[config.mk]
export PLATFORM = sky130hd
export DESIGN_NAME = pclk_gate_ctrl
export DESIGN_NICKNAME = d
export VERILOG_FILES = /design/src/rtl/pclk_pkg.sv /design/src/rtl/pclk_rx_edge.sv /design/src/rtl/pclk_ctl_regs.sv /design/src/rtl/pclk_uart_gate.sv /design/src/rtl/pclk_core_sleep.sv /design/src/rtl/pclk_gate_ctrl.sv
export SDC_FILE = /design/constraint.sdc
export NUM_CORES = 1
export LEC_CHECK = 0
export BUFFER_PORTS_ARGS = -buffer_cell sky130_fd_sc_hd__buf_2
export CAP_MARGIN = 20
export CORE_AREA = 2 2 39 41
export CTS_CLUSTER_DIAMETER = 80
export DETAILED_ROUTE_END_ITERATION = 16
export DIE_AREA = 0 0 41 43
export PLACE_DENSITY = 0.65
export SETUP_SLACK_MARGIN = 0.02
export SYNTH_ARGS = -nofsm -noshare
export SYNTH_HDL_FRONTEND = slang
export SYNTH_HIERARCHICAL = 1
export SYNTH_SLANG_ARGS = --single-unit
export TNS_END_PERCENT = 1
[constraint.sdc]
create_clock -name clk -period 0.95 [get_ports clk]
set_clock_uncertainty 0.05 [all_clocks]
set_input_delay 0.1425 -clock clk [delete_from_list [all_inputs] [get_ports clk]]
set_output_delay 0.1425 -clock clk [all_outputs]
set_load 0.01 [all_outputs]
[src/rtl/pclk_pkg.sv]
package pclk_pkg;
  localparam int CTL_W = 5;

  // field order sets read-back bit positions: uart_off is bit 0
  typedef struct packed {
    logic sleep_en;
    logic uart_wake;
    logic bus_off;
    logic timer_off;
    logic uart_off;
  } ctl_t;

  localparam ctl_t CTL_RESET = '0;
endpackage

[src/rtl/pclk_rx_edge.sv]
module pclk_rx_edge #(
  parameter int STAGES = 2,
  parameter bit IDLE   = 1'b1
) (
  input  logic clk,
  input  logic rst,
  input  logic rxd,
  output logic rx_toggle
);
  localparam int CHAIN = STAGES + 1;

  logic [CHAIN-1:0] chain_q;

  generate
    for (genvar i = 0; i < CHAIN; i++) begin : g_stage
      if (i == 0) begin : g_first
        always_ff @(posedge clk) begin
          if (rst) chain_q[i] <= IDLE;
          else     chain_q[i] <= rxd;
        end
      end else begin : g_next
        always_ff @(posedge clk) begin
          if (rst) chain_q[i] <= IDLE;
          else     chain_q[i] <= chain_q[i-1];
        end
      end
    end
  endgenerate

  // synchronized sample differs from the one before it
  assign rx_toggle = chain_q[CHAIN-1] ^ chain_q[CHAIN-2];
endmodule

[src/rtl/pclk_ctl_regs.sv]
module pclk_ctl_regs
  import pclk_pkg::*;
(
  input  logic             clk,
  input  logic             rst,
  input  logic             wr,
  input  logic [CTL_W-1:0] wdata,
  output ctl_t             ctl
);
  always_ff @(posedge clk) begin
    if (rst)     ctl <= CTL_RESET;
    else if (wr) ctl <= ctl_t'(wdata);
  end
endmodule

[src/rtl/pclk_uart_gate.sv]
module pclk_uart_gate (
  input  logic clk,
  input  logic rst,
  input  logic wr,
  input  logic wr_off,
  input  logic wake_en,
  input  logic rx_toggle,
  output logic clk_en
);
  logic gated_q;

  always_ff @(posedge clk) begin
    if (rst)                                gated_q <= 1'b0;
    else if (wr)                            gated_q <= wr_off;
    else if (gated_q && wake_en && rx_toggle) gated_q <= 1'b0;
  end

  assign clk_en = ~gated_q;
endmodule

[src/rtl/pclk_core_sleep.sv]
module pclk_core_sleep (
  input  logic clk,
  input  logic rst,
  input  logic sleep_en,
  input  logic sleep_req,
  input  logic wake_req,
  output logic clk_en
);
  logic asleep_q;

  always_ff @(posedge clk) begin
    if (rst)                        asleep_q <= 1'b0;
    else if (asleep_q)              asleep_q <= ~wake_req;
    else if (sleep_req && sleep_en) asleep_q <= 1'b1;
  end

  assign clk_en = ~asleep_q;
endmodule

[src/rtl/pclk_gate_ctrl.sv]
module pclk_gate_ctrl
  import pclk_pkg::*;
#(
  parameter int RX_SYNC_STAGES = 2
) (
  input  logic             clk,
  input  logic             rst,
  input  logic             ctl_wr,
  input  logic [CTL_W-1:0] ctl_wdata,
  output logic [CTL_W-1:0] ctl_rdata,
  input  logic             rxd,
  input  logic             uart_irq,
  input  logic             uart_irq_rx_sel,
  input  logic             uart_irq_en,
  input  logic             core_sleep_req,
  output logic             clk_en_uart,
  output logic             clk_en_timer,
  output logic             clk_en_bus,
  output logic             clk_en_core
);
  ctl_t ctl;
  logic rx_toggle;
  logic wake_req;
  ctl_t wr_fields;

  assign wr_fields = ctl_t'(ctl_wdata);

  pclk_ctl_regs u_regs (
    .clk   (clk),
    .rst   (rst),
    .wr    (ctl_wr),
    .wdata (ctl_wdata),
    .ctl   (ctl)
  );

  pclk_rx_edge #(.STAGES(RX_SYNC_STAGES), .IDLE(1'b1)) u_rx_edge (
    .clk       (clk),
    .rst       (rst),
    .rxd       (rxd),
    .rx_toggle (rx_toggle)
  );

  pclk_uart_gate u_uart_gate (
    .clk       (clk),
    .rst       (rst),
    .wr        (ctl_wr),
    .wr_off    (wr_fields.uart_off),
    .wake_en   (ctl.uart_wake),
    .rx_toggle (rx_toggle),
    .clk_en    (clk_en_uart)
  );

  assign wake_req = uart_irq & uart_irq_rx_sel & uart_irq_en;

  pclk_core_sleep u_core_sleep (
    .clk       (clk),
    .rst       (rst),
    .sleep_en  (ctl.sleep_en),
    .sleep_req (core_sleep_req),
    .wake_req  (wake_req),
    .clk_en    (clk_en_core)
  );

  assign ctl_rdata    = ctl;
  assign clk_en_timer = ~ctl.timer_off;
  assign clk_en_bus   = ~ctl.bus_off;
endmodule

==> flow_summary.rst, run 1 <==
.. list-table::
   :header-rows: 1

   * - Metric
     - Value
   * - Result of the run
     - complete, no violations
   * - Worst VDD drop
     - approximately 0.00075 V
   * - Shortest period the worst path allows
     - 0.947 ns
   * - Dominant register cell in the synthesized netlist
     - sky130_fd_sc_hd__dfxtp_1
   * - Static leakage
     - approximately 0.26 nW
   * - Weighted congestion reported at the end of routability-driven placement
     - 0.569
   * - Worst-path fanout max
     - 2
   * - Startpoint type of the worst setup path
     - register
   * - Area of the mapped netlist
     - 369 um^2
   * - Synth unique cells
     - 15
   * - R2R Path Start
     - u_rx_edge/chain_q[1]$_SDFF_PP1_
   * - Setup fix buffers added after clock tree synthesis
     - 0
   * - Final Hold Viols
     - 0
   * - Final layout net count
     - 74
   * - Peak clock frequency supported by timing
     - 1060 MHz
   * - Required arrival time at the worst endpoint
     - 1.09 ns
   * - Minimum setup slack among reg-to-reg paths
     - 0.003 ns
   * - Capture point of the worst reg-to-reg path
     - u_uart_gate/gated_q$_SDFFE_PP0P_
   * - Antenna violation net count after detailed routing
     - 0
   * - Areal power density over the cells
     - roughly 1500 mW/mm^2
   * - Data arrival time at the worst-slack endpoint
     - 1.08 ns
   * - Number of port buffers
     - 21
   * - Boundary pin count
     - 22
   * - Capture point of the worst path
     - u_uart_gate/gated_q$_SDFFE_PP0P_
   * - CTS clk-pin slew, worst paths
     - about 0.06 ns
   * - Detailed-route DRC error count
     - 0
   * - Setup repair after global routing missed its margin
     - yes
   * - Part of the Yosys area used for sequential elements
     - between 50 and 60%
   * - EDFF count, synth
     - 0
   * - Cell chosen for the clock root
     - sky130_fd_sc_hd__clkbuf_4
   * - Full die area
     - 0.00176 mm^2
   * - Total wire length after detailed routing
     - around 660 um
   * - Number of sinks on the clock net
     - 10
   * - Path type of the worst setup path
     - reg -> reg
   * - Max transition margin
     - 87.9%
   * - Measured slew at the worst slew-check pin
     - 0.182 ns
   * - Number of global-route vias before repair
     - 249
   * - Clock tree from TritonCTS
     - built
   * - Overall power
     - between 0.8 and 0.9 mW
   * - Combined global-route utilization of all metal layers
     - 8.78%
   * - Number of diodes added for antenna fixing
     - 0
   * - Most common cell in the netlist
     - sky130_fd_sc_hd__dfxtp_1
   * - Die H
     - roughly 43 um
   * - Largest net degree at the start of global routing
     - 11
   * - Total of hold buffers inserted after clock tree synthesis
     - 0
   * - Yosys synthesis warning count
     - 6
   * - Routed wire per std cell
     - between 8 and 9 um
   * - Post-placement setup slack
     - ~0.012 ns
   * - Proportion of layout cells with a drive suffix above 1
     - 61.0%
   * - Buffer depth of the longest clock path
     - 2
   * - Origin of the worst setup path
     - u_rx_edge/chain_q[1]$_SDFF_PP1_
   * - Final worst path period share
     - 99.6%
   * - Cell count after synthesis
     - 36
   * - Number of nets in the synthesized netlist
     - 49
   * - Dominant cell type by area after synthesis
     - sky130_fd_sc_hd__dfxtp_1
   * - Area of the placeable core
     - 0.00138 mm^2
   * - Yosys reg bits
     - 10
   * - Horizontal die dimension
     - 41 um
   * - DRT iter0 DRCs
     - 2
   * - Global-route wire length before repair
     - about 950 um
   * - Type of the most critical hold path
     - in -> reg
   * - H-tree levels
     - 1
   * - Number of vias per cell after detailed routing
     - between 4 and 5
   * - First-pass iteration count of the detailed router
     - 2
   * - Number of violations of the max-capacitance limit
     - 0
   * - Most common library cells after synthesis
     - sky130_fd_sc_hd__dfxtp_1 (10), sky130_fd_sc_hd__mux2i_1 (5), sky130_fd_sc_hd__nor2_1 (5)
   * - Largest cells by area after synthesis
     - sky130_fd_sc_hd__dfxtp_1 (54%), sky130_fd_sc_hd__mux2i_1 (14%), sky130_fd_sc_hd__nor2_1 (5.1%)
   * - Mean area per synthesized cell
     - 10.3 um^2
   * - Total setup violations reported at the end of the flow
     - 0
   * - Starting density of the core
     - roughly a quarter
   * - Number of cell instances on the worst register-to-register path
     - 3
   * - Min setup slack post-route
     - 0.00333 ns
   * - Vias
     - 318
   * - Area share of the largest cell type after synthesis
     - 54.2%
   * - Total global routing overflow
     - 0
   * - Initial antenna violation count
     - 0
   * - Critical Path Sink Type
     - register
   * - Async SR Flop Fraction
     - 0%
   * - Number of pins exceeding their max-slew limit in the final report
     - 0
   * - Post-synthesis to final-layout area growth
     - 47.8%
   * - Number of standard-cell rows in the floorplan
     - 14
   * - Skew-Pair Late Insertion Delay
     - 0.25 ns
   * - Number of buffers added by the clock tree synthesis step
     - 3
-- cell type report --
class | instances | area (um^2)
fillers | 143 | 838
inverters | 4 | 15.0
repair buffers | 21 | 136
multi-input cells | 21 | 143
clock buffers | 3 | 22.5
flip-flops and latches | 10 | 209
well taps | 16 | 20.0
-- metal layers --
layer	vias to the layer above	part of all wire (%)	GRT usage, %
met5	-	0	0
met4	0	0	6.00
met3	0	9.7	6.28
met2	15	48	12.5
met1	140	42	8.50
li1	163	-	-
-- per-stage QoR --
| stage | hold WS, ns | area (um^2) | setup TNS (ns) | utilization (%) | instances |
|---|---|---|---|---|---|
| after floorplan | 0.155 | 369 | 0 | - | 36 |
| after global placement | 0.271 | 483 | 0 | 34.9 | 72 |
| after detailed placement | 0.274 | 483 | 0 | 34.9 | 72 |
| after CTS | 0.00775 | 513 | 0 | 37.1 | 75 |
| after global routing | 0.00495 | 546 | -0.0506 | 39.4 | 75 |
| final | 0.0164 | 546 | 0 | 39.4 | 75 |
-- logic make-up after synthesis --
| logic type | share of synthesized area (%) |
|---|---|
| DFF | 54.2 |
| xor gates and xnor gates | 2.37 |
| muxes | 13.6 |
| buffers and inverters | 7.12 |
| and+or+nand+nor | 16.6 |
| AOI/OAI and AO/OA | 6.10 |
-- worst min-delay path by stage --
stage | start | to | cells past startpoint | slack (ns)
floorplan | rst | u_uart_gate/gated_q$_SDFFE_PP0P_ | 1 | 0.15
global placement | rxd | u_rx_edge/chain_q[0]$_SDFF_PP1_ | 2 | 0.27
detailed placement | rxd | u_rx_edge/chain_q[0]$_SDFF_PP1_ | 2 | 0.27
finish | rxd | u_rx_edge/chain_q[0]$_SDFF_PP1_ | 2 | 0.02
CTS | rxd | u_rx_edge/chain_q[0]$_SDFF_PP1_ | 2 | 0.008
global route | rxd | u_rx_edge/chain_q[0]$_SDFF_PP1_ | 2 | 0.005
-- report_power, final --
part,internal [mW],total (mW),switching (mW)
logic,0.0670,0.118,0.0507
registers,0.445,0.458,0.0132
clock network,0.145,0.264,0.119
total,0.657,0.839,0.183
-- placed cells by master, fill, tap and decap left out --
cell type,netlist,routed
sky130_fd_sc_hd__buf_2,0,16
sky130_fd_sc_hd__dfxtp_2,0,7
sky130_fd_sc_hd__buf_6,1,5
sky130_fd_sc_hd__mux2i_1,5,5
sky130_fd_sc_hd__nor2_1,5,5
sky130_fd_sc_hd__inv_2,1,4
sky130_fd_sc_hd__clkbuf_4,0,3
sky130_fd_sc_hd__dfxtp_1,10,3
sky130_fd_sc_hd__or2_1,3,3
sky130_fd_sc_hd__and3_1,1,1
sky130_fd_sc_hd__nand2b_1,1,1
sky130_fd_sc_hd__nand3b_1,1,1
sky130_fd_sc_hd__a21oi_1,1,1
sky130_fd_sc_hd__xor2_1,1,1
sky130_fd_sc_hd__a211o_1,1,1
sky130_fd_sc_hd__nand2_1,1,1
sky130_fd_sc_hd__a21oi_2,1,1
-- state kept, by name, summed over array words and instances, names as in the netlist --
name	cells
u_regs/ctl	5
u_rx_edge/chain_q	3
u_core_sleep/asleep_q	1
u_uart_gate/gated_q	1
-- critical path, stage by stage (launching register included) --
cell and delay [ns]:
sky130_fd_sc_hd__dfxtp_2 0.32, sky130_fd_sc_hd__xor2_1 0.15, sky130_fd_sc_hd__a211o_1 0.26, sky130_fd_sc_hd__a21oi_2 0.10
-- what timing repair did --
item | 4_1_cts | 5_1_grt
endpoints found under the setup margin | 7 | 8
hold endpoints to repair | 0 | 0
gates resized for setup | 6 | 9
gates cloned | 0 | 0
Power figures use the tool's default switching activity.
==> run 2, diff against run 1 <==
- ABC_AREA: unset -> 1
- BUFFER_PORTS_ARGS: -buffer_cell sky130_fd_sc_hd__buf_2 -> -buffer_cell sky130_fd_sc_hd__buf_4
- PLACE_DENSITY: 0.65 -> 0.7
- SKIP_CTS_REPAIR_TIMING: unset -> 1
==> flow_summary.rst, run 2 <==
.. list-table::
   :header-rows: 1

   * - Metric
     - Value
   * - Number of port buffers
     - 21 (unchanged)
   * - Clock tree from TritonCTS
     - built
   * - Slowest cell on the critical path
     - sky130_fd_sc_hd__dfxtp_2
   * - Cell chosen for the clock root
     - sky130_fd_sc_hd__clkbuf_4
   * - Full die area
     - 0.00176 mm^2 (unchanged)
   * - Die H
     - 43 um (unchanged)
   * - Async SR Flop Fraction
     - 0% (unchanged)
   * - CTS clk-pin slew, worst paths
     - 0.06 ns (about the same)
   * - Number of global-route vias before repair
     - 350 (+41%)
   * - EDFF count, synth
     - 0 (unchanged)
   * - Worst path bufs/invs
     - 2 (+2)
   * - Number of standard-cell rows in the floorplan
     - 14 (unchanged)
   * - Buffer depth of the longest clock path
     - 2 (unchanged)
   * - DRT iter0 DRCs
     - 5 (+3)
   * - Skew-Pair Late Insertion Delay
     - 0.25 ns (about the same)
   * - Boundary pin count
     - 22 (unchanged)
   * - Shortest period the worst path allows
     - 0.930 ns (-0.0164 ns)
   * - Cell count after synthesis
     - 65 (+81%)
   * - Antenna violation net count after detailed routing
     - 0 (unchanged)
   * - Result of the run
     - complete, no violations
   * - Worst stage delay on the critical path
     - 0.34 ns (+0.02 ns)
   * - Required arrival time at the worst endpoint
     - 0.76 ns (-0.33 ns)
   * - First-pass iteration count of the detailed router
     - 2 (unchanged)
   * - Total setup violations reported at the end of the flow
     - 0 (unchanged)
   * - Combined global-route utilization of all metal layers
     - 11.1% (+2.3 points)
   * - Worst-path fanout max
     - 3 (+1)
   * - Yosys synthesis warning count
     - 6 (unchanged)
   * - Leading cell type in the layout, fill and taps excluded
     - sky130_fd_sc_hd__nand2_1
   * - Dominant register cell in the synthesized netlist
     - sky130_fd_sc_hd__dfxtp_1
   * - Part of the Yosys area used for sequential elements
     - 46.5% (-7.7 points)
   * - Initial antenna violation count
     - 0 (unchanged)
   * - Setup repair after global routing missed its margin
     - yes
   * - Measured slew at the worst slew-check pin
     - 0.145 ns (-0.0364 ns)
   * - Area of the mapped netlist
     - 430 um^2 (+17%)
   * - Peak clock frequency supported by timing
     - 1070 MHz (+1.8%)
   * - Number of cells in the finished layout apart from fillers
     - 104 (+39%)
   * - Layer with the highest usage
     - met2
   * - Area share of the largest cell type after synthesis
     - 46.5% (-7.7 points)
   * - Origin of the worst setup path
     - u_regs/ctl[1]$_SDFFE_PP0P_
   * - Areal power density over the cells
     - 1380 mW/mm^2 (-10%)
   * - H-tree levels
     - 1 (unchanged)
   * - Mean area per synthesized cell
     - 6.62 um^2 (-35%)
   * - Startpoint type of the worst setup path
     - register
   * - R2R Path Start
     - u_rx_edge/chain_q[1]$_SDFF_PP1_
   * - Largest cells by area after synthesis
     - sky130_fd_sc_hd__dfxtp_1 (47%), sky130_fd_sc_hd__nand2_1 (17%), sky130_fd_sc_hd__inv_1 (15%)
   * - Number of pins exceeding their max-slew limit in the final report
     - 0 (unchanged)
   * - Sequence of cells on the critical path
     - inv_2 -> buf_6
   * - Synth unique cells
     - 9 (-6)
   * - Dpl cells
     - 101 (+40%)
   * - Yosys reg bits
     - 10 (unchanged)
   * - Startpoint of the most critical hold path
     - rxd
   * - Number of flip-flops under the largest register name
     - 5 (unchanged)
   * - Number of buffers added by the clock tree synthesis step
     - 3 (unchanged)
   * - Number of nets in the synthesized netlist
     - 78 (+59%)
   * - Number of vias per cell after detailed routing
     - 3.93 (-7.2%)
   * - Path type of the worst setup path
     - reg -> out
   * - Most common library cells after synthesis
     - sky130_fd_sc_hd__nand2_1 (20), sky130_fd_sc_hd__inv_1 (17), sky130_fd_sc_hd__nor2_1 (11)
   * - Critical Path Sink Type
     - output port
   * - Max transition margin
     - 90.3% (+2.4 points)
   * - Area of the placeable core
     - 0.00138 mm^2 (unchanged)
   * - Dominant cell type by area after synthesis
     - sky130_fd_sc_hd__dfxtp_1
   * - Total global routing overflow
     - 0 (unchanged)
   * - Final layout net count
     - 103 (+39%)
   * - Vias
     - 409 (+29%)
   * - Largest delay share family, worst path
     - flip-flops
   * - Number of diodes added for antenna fixing
     - 0 (unchanged)
   * - Total non-filler cell area in the finished layout
     - 654 um^2 (+20%)
   * - Global-route wire length before repair
     - 1290 um (+36%)
   * - Largest registers
     - u_regs/ctl x5, u_rx_edge/chain_q x3
   * - Data arrival time at the worst-slack endpoint
     - 0.74 ns (-0.34 ns)
   * - Horizontal die dimension
     - 41 um (unchanged)
   * - Met1 demand-to-capacity share in global routing
     - 12.0% (+3.5 points)
   * - Largest net degree at the start of global routing
     - 13 (+2)
   * - Register ranked first by flip-flop count
     - u_regs/ctl
   * - Worst VDD drop
     - 0.000717 V (-4.3%)
   * - Static leakage
     - 0.374 nW (+43%)
   * - Number of violations of the max-capacitance limit
     - 0 (unchanged)
   * - Final worst path period share
     - 97.9% (-1.7 points)
   * - Weighted congestion reported at the end of routability-driven placement
     - 0.689 (+21%)
   * - Total wire length after detailed routing
     - 827 um (+25%)
   * - Detailed-route DRC error count
     - 0 (unchanged)
   * - Final Hold Viols
     - 0 (unchanged)
   * - Commonest cells after routing, fill and taps aside
     - sky130_fd_sc_hd__nand2_1 (20), sky130_fd_sc_hd__buf_4 (14), sky130_fd_sc_hd__inv_1 (13)
   * - Met3 usage
     - 5.24% (-1.0 points)
   * - Routed wire per std cell
     - 7.95 um (-9.9%)
   * - Most common cell in the netlist
     - sky130_fd_sc_hd__nand2_1
   * - Post-synthesis to final-layout area growth
     - 52.0%
   * - Area of placed instances
     - 597 um^2 (+24%)
   * - Type of the most critical hold path
     - in -> reg
   * - Placed wire-length estimate
     - 643 um
   * - Proportion of layout cells with a drive suffix above 1
     - 42.0% (-19 points)
   * - Starting density of the core
     - 31.1% (+4.4 points)
   * - GRT met2 Usage
     - 15.9% (+3.4 points)
   * - Number of sinks on the clock net
     - 10 (unchanged)
[run 2: logic make-up (layout without fill, tap and decap cells)]
family	after synthesis	in the layout	synth area share, %
DFF	10	10	46.5
AOI/OAI and AO/OA	2	2	3.20
buffers and inverters	18	41	17.4
and+or+nand+nor	35	35	32.8
[run 2: worst register-to-register path, delay by kind of cell (launching register included)]
family / cells / cell delay (ns)
simple gates: 4 / 0.19
compound gates: 1 / 0.11
flops: 1 / 0.35
buf+inv: 1 / 0.05
[run 2: layout make-up]
class | instances | area (um^2)
well taps | 16 | 20.0
flip-flops and latches | 10 | 209
clock buffers | 3 | 22.5
repair buffers | 21 | 184
inverters | 17 | 63.8
fillers | 147 | 729
multi-input cells | 37 | 155
[run 2: metrics by stage]
| step | setup WS (ns) | setup TNS (ns) | total power [mW] | hold slack [ns] | util, % |
|---|---|---|---|---|---|
| floorplan | 0.217 | 0 | 0.542 | 0.190 | - |
| global placement | 0.181 | 0 | 0.624 | 0.271 | 43.1 |
| detailed placement | 0.162 | 0 | 0.628 | 0.283 | 43.1 |
| CTS | -0.0449 | -0.137 | 0.901 | 0.0175 | 44.8 |
| global route | -0.0217 | -0.0762 | 0.976 | 0.0204 | 47.3 |
| finish | 0.0198 | 0 | 0.905 | 0.0248 | 47.3 |
[run 2: power breakdown]
part	total, mW	switching (mW)	internal (mW)
Combinational	0.170	0.0712	0.0989
Clock	0.266	0.121	0.145
Sequential	0.469	0.0194	0.449
Total	0.905	0.211	0.693
[run 2: worst paths after layout]
path | end | cells past startpoint | slack, ns
max reg2reg | u_uart_gate/gated_q$_SDFFE_PP0P_ | 6 | 0.14
max | clk_en_timer | 2 | 0.02
min reg2reg | u_rx_edge/chain_q[1]$_SDFF_PP1_ | 1 | 0.36
min | u_rx_edge/chain_q[0]$_SDFF_PP1_ | 2 | 0.02
[run 2: layer usage]
layer / share of wire (%) / vias to the layer above / wire, um
met5: 0 / - / 0
met4: 0 / 0 / 0
met3: 7.0 / 0 / 58
met2: 50 / 9 / 410
met1: 43 / 174 / 358
li1: - / 226 / -
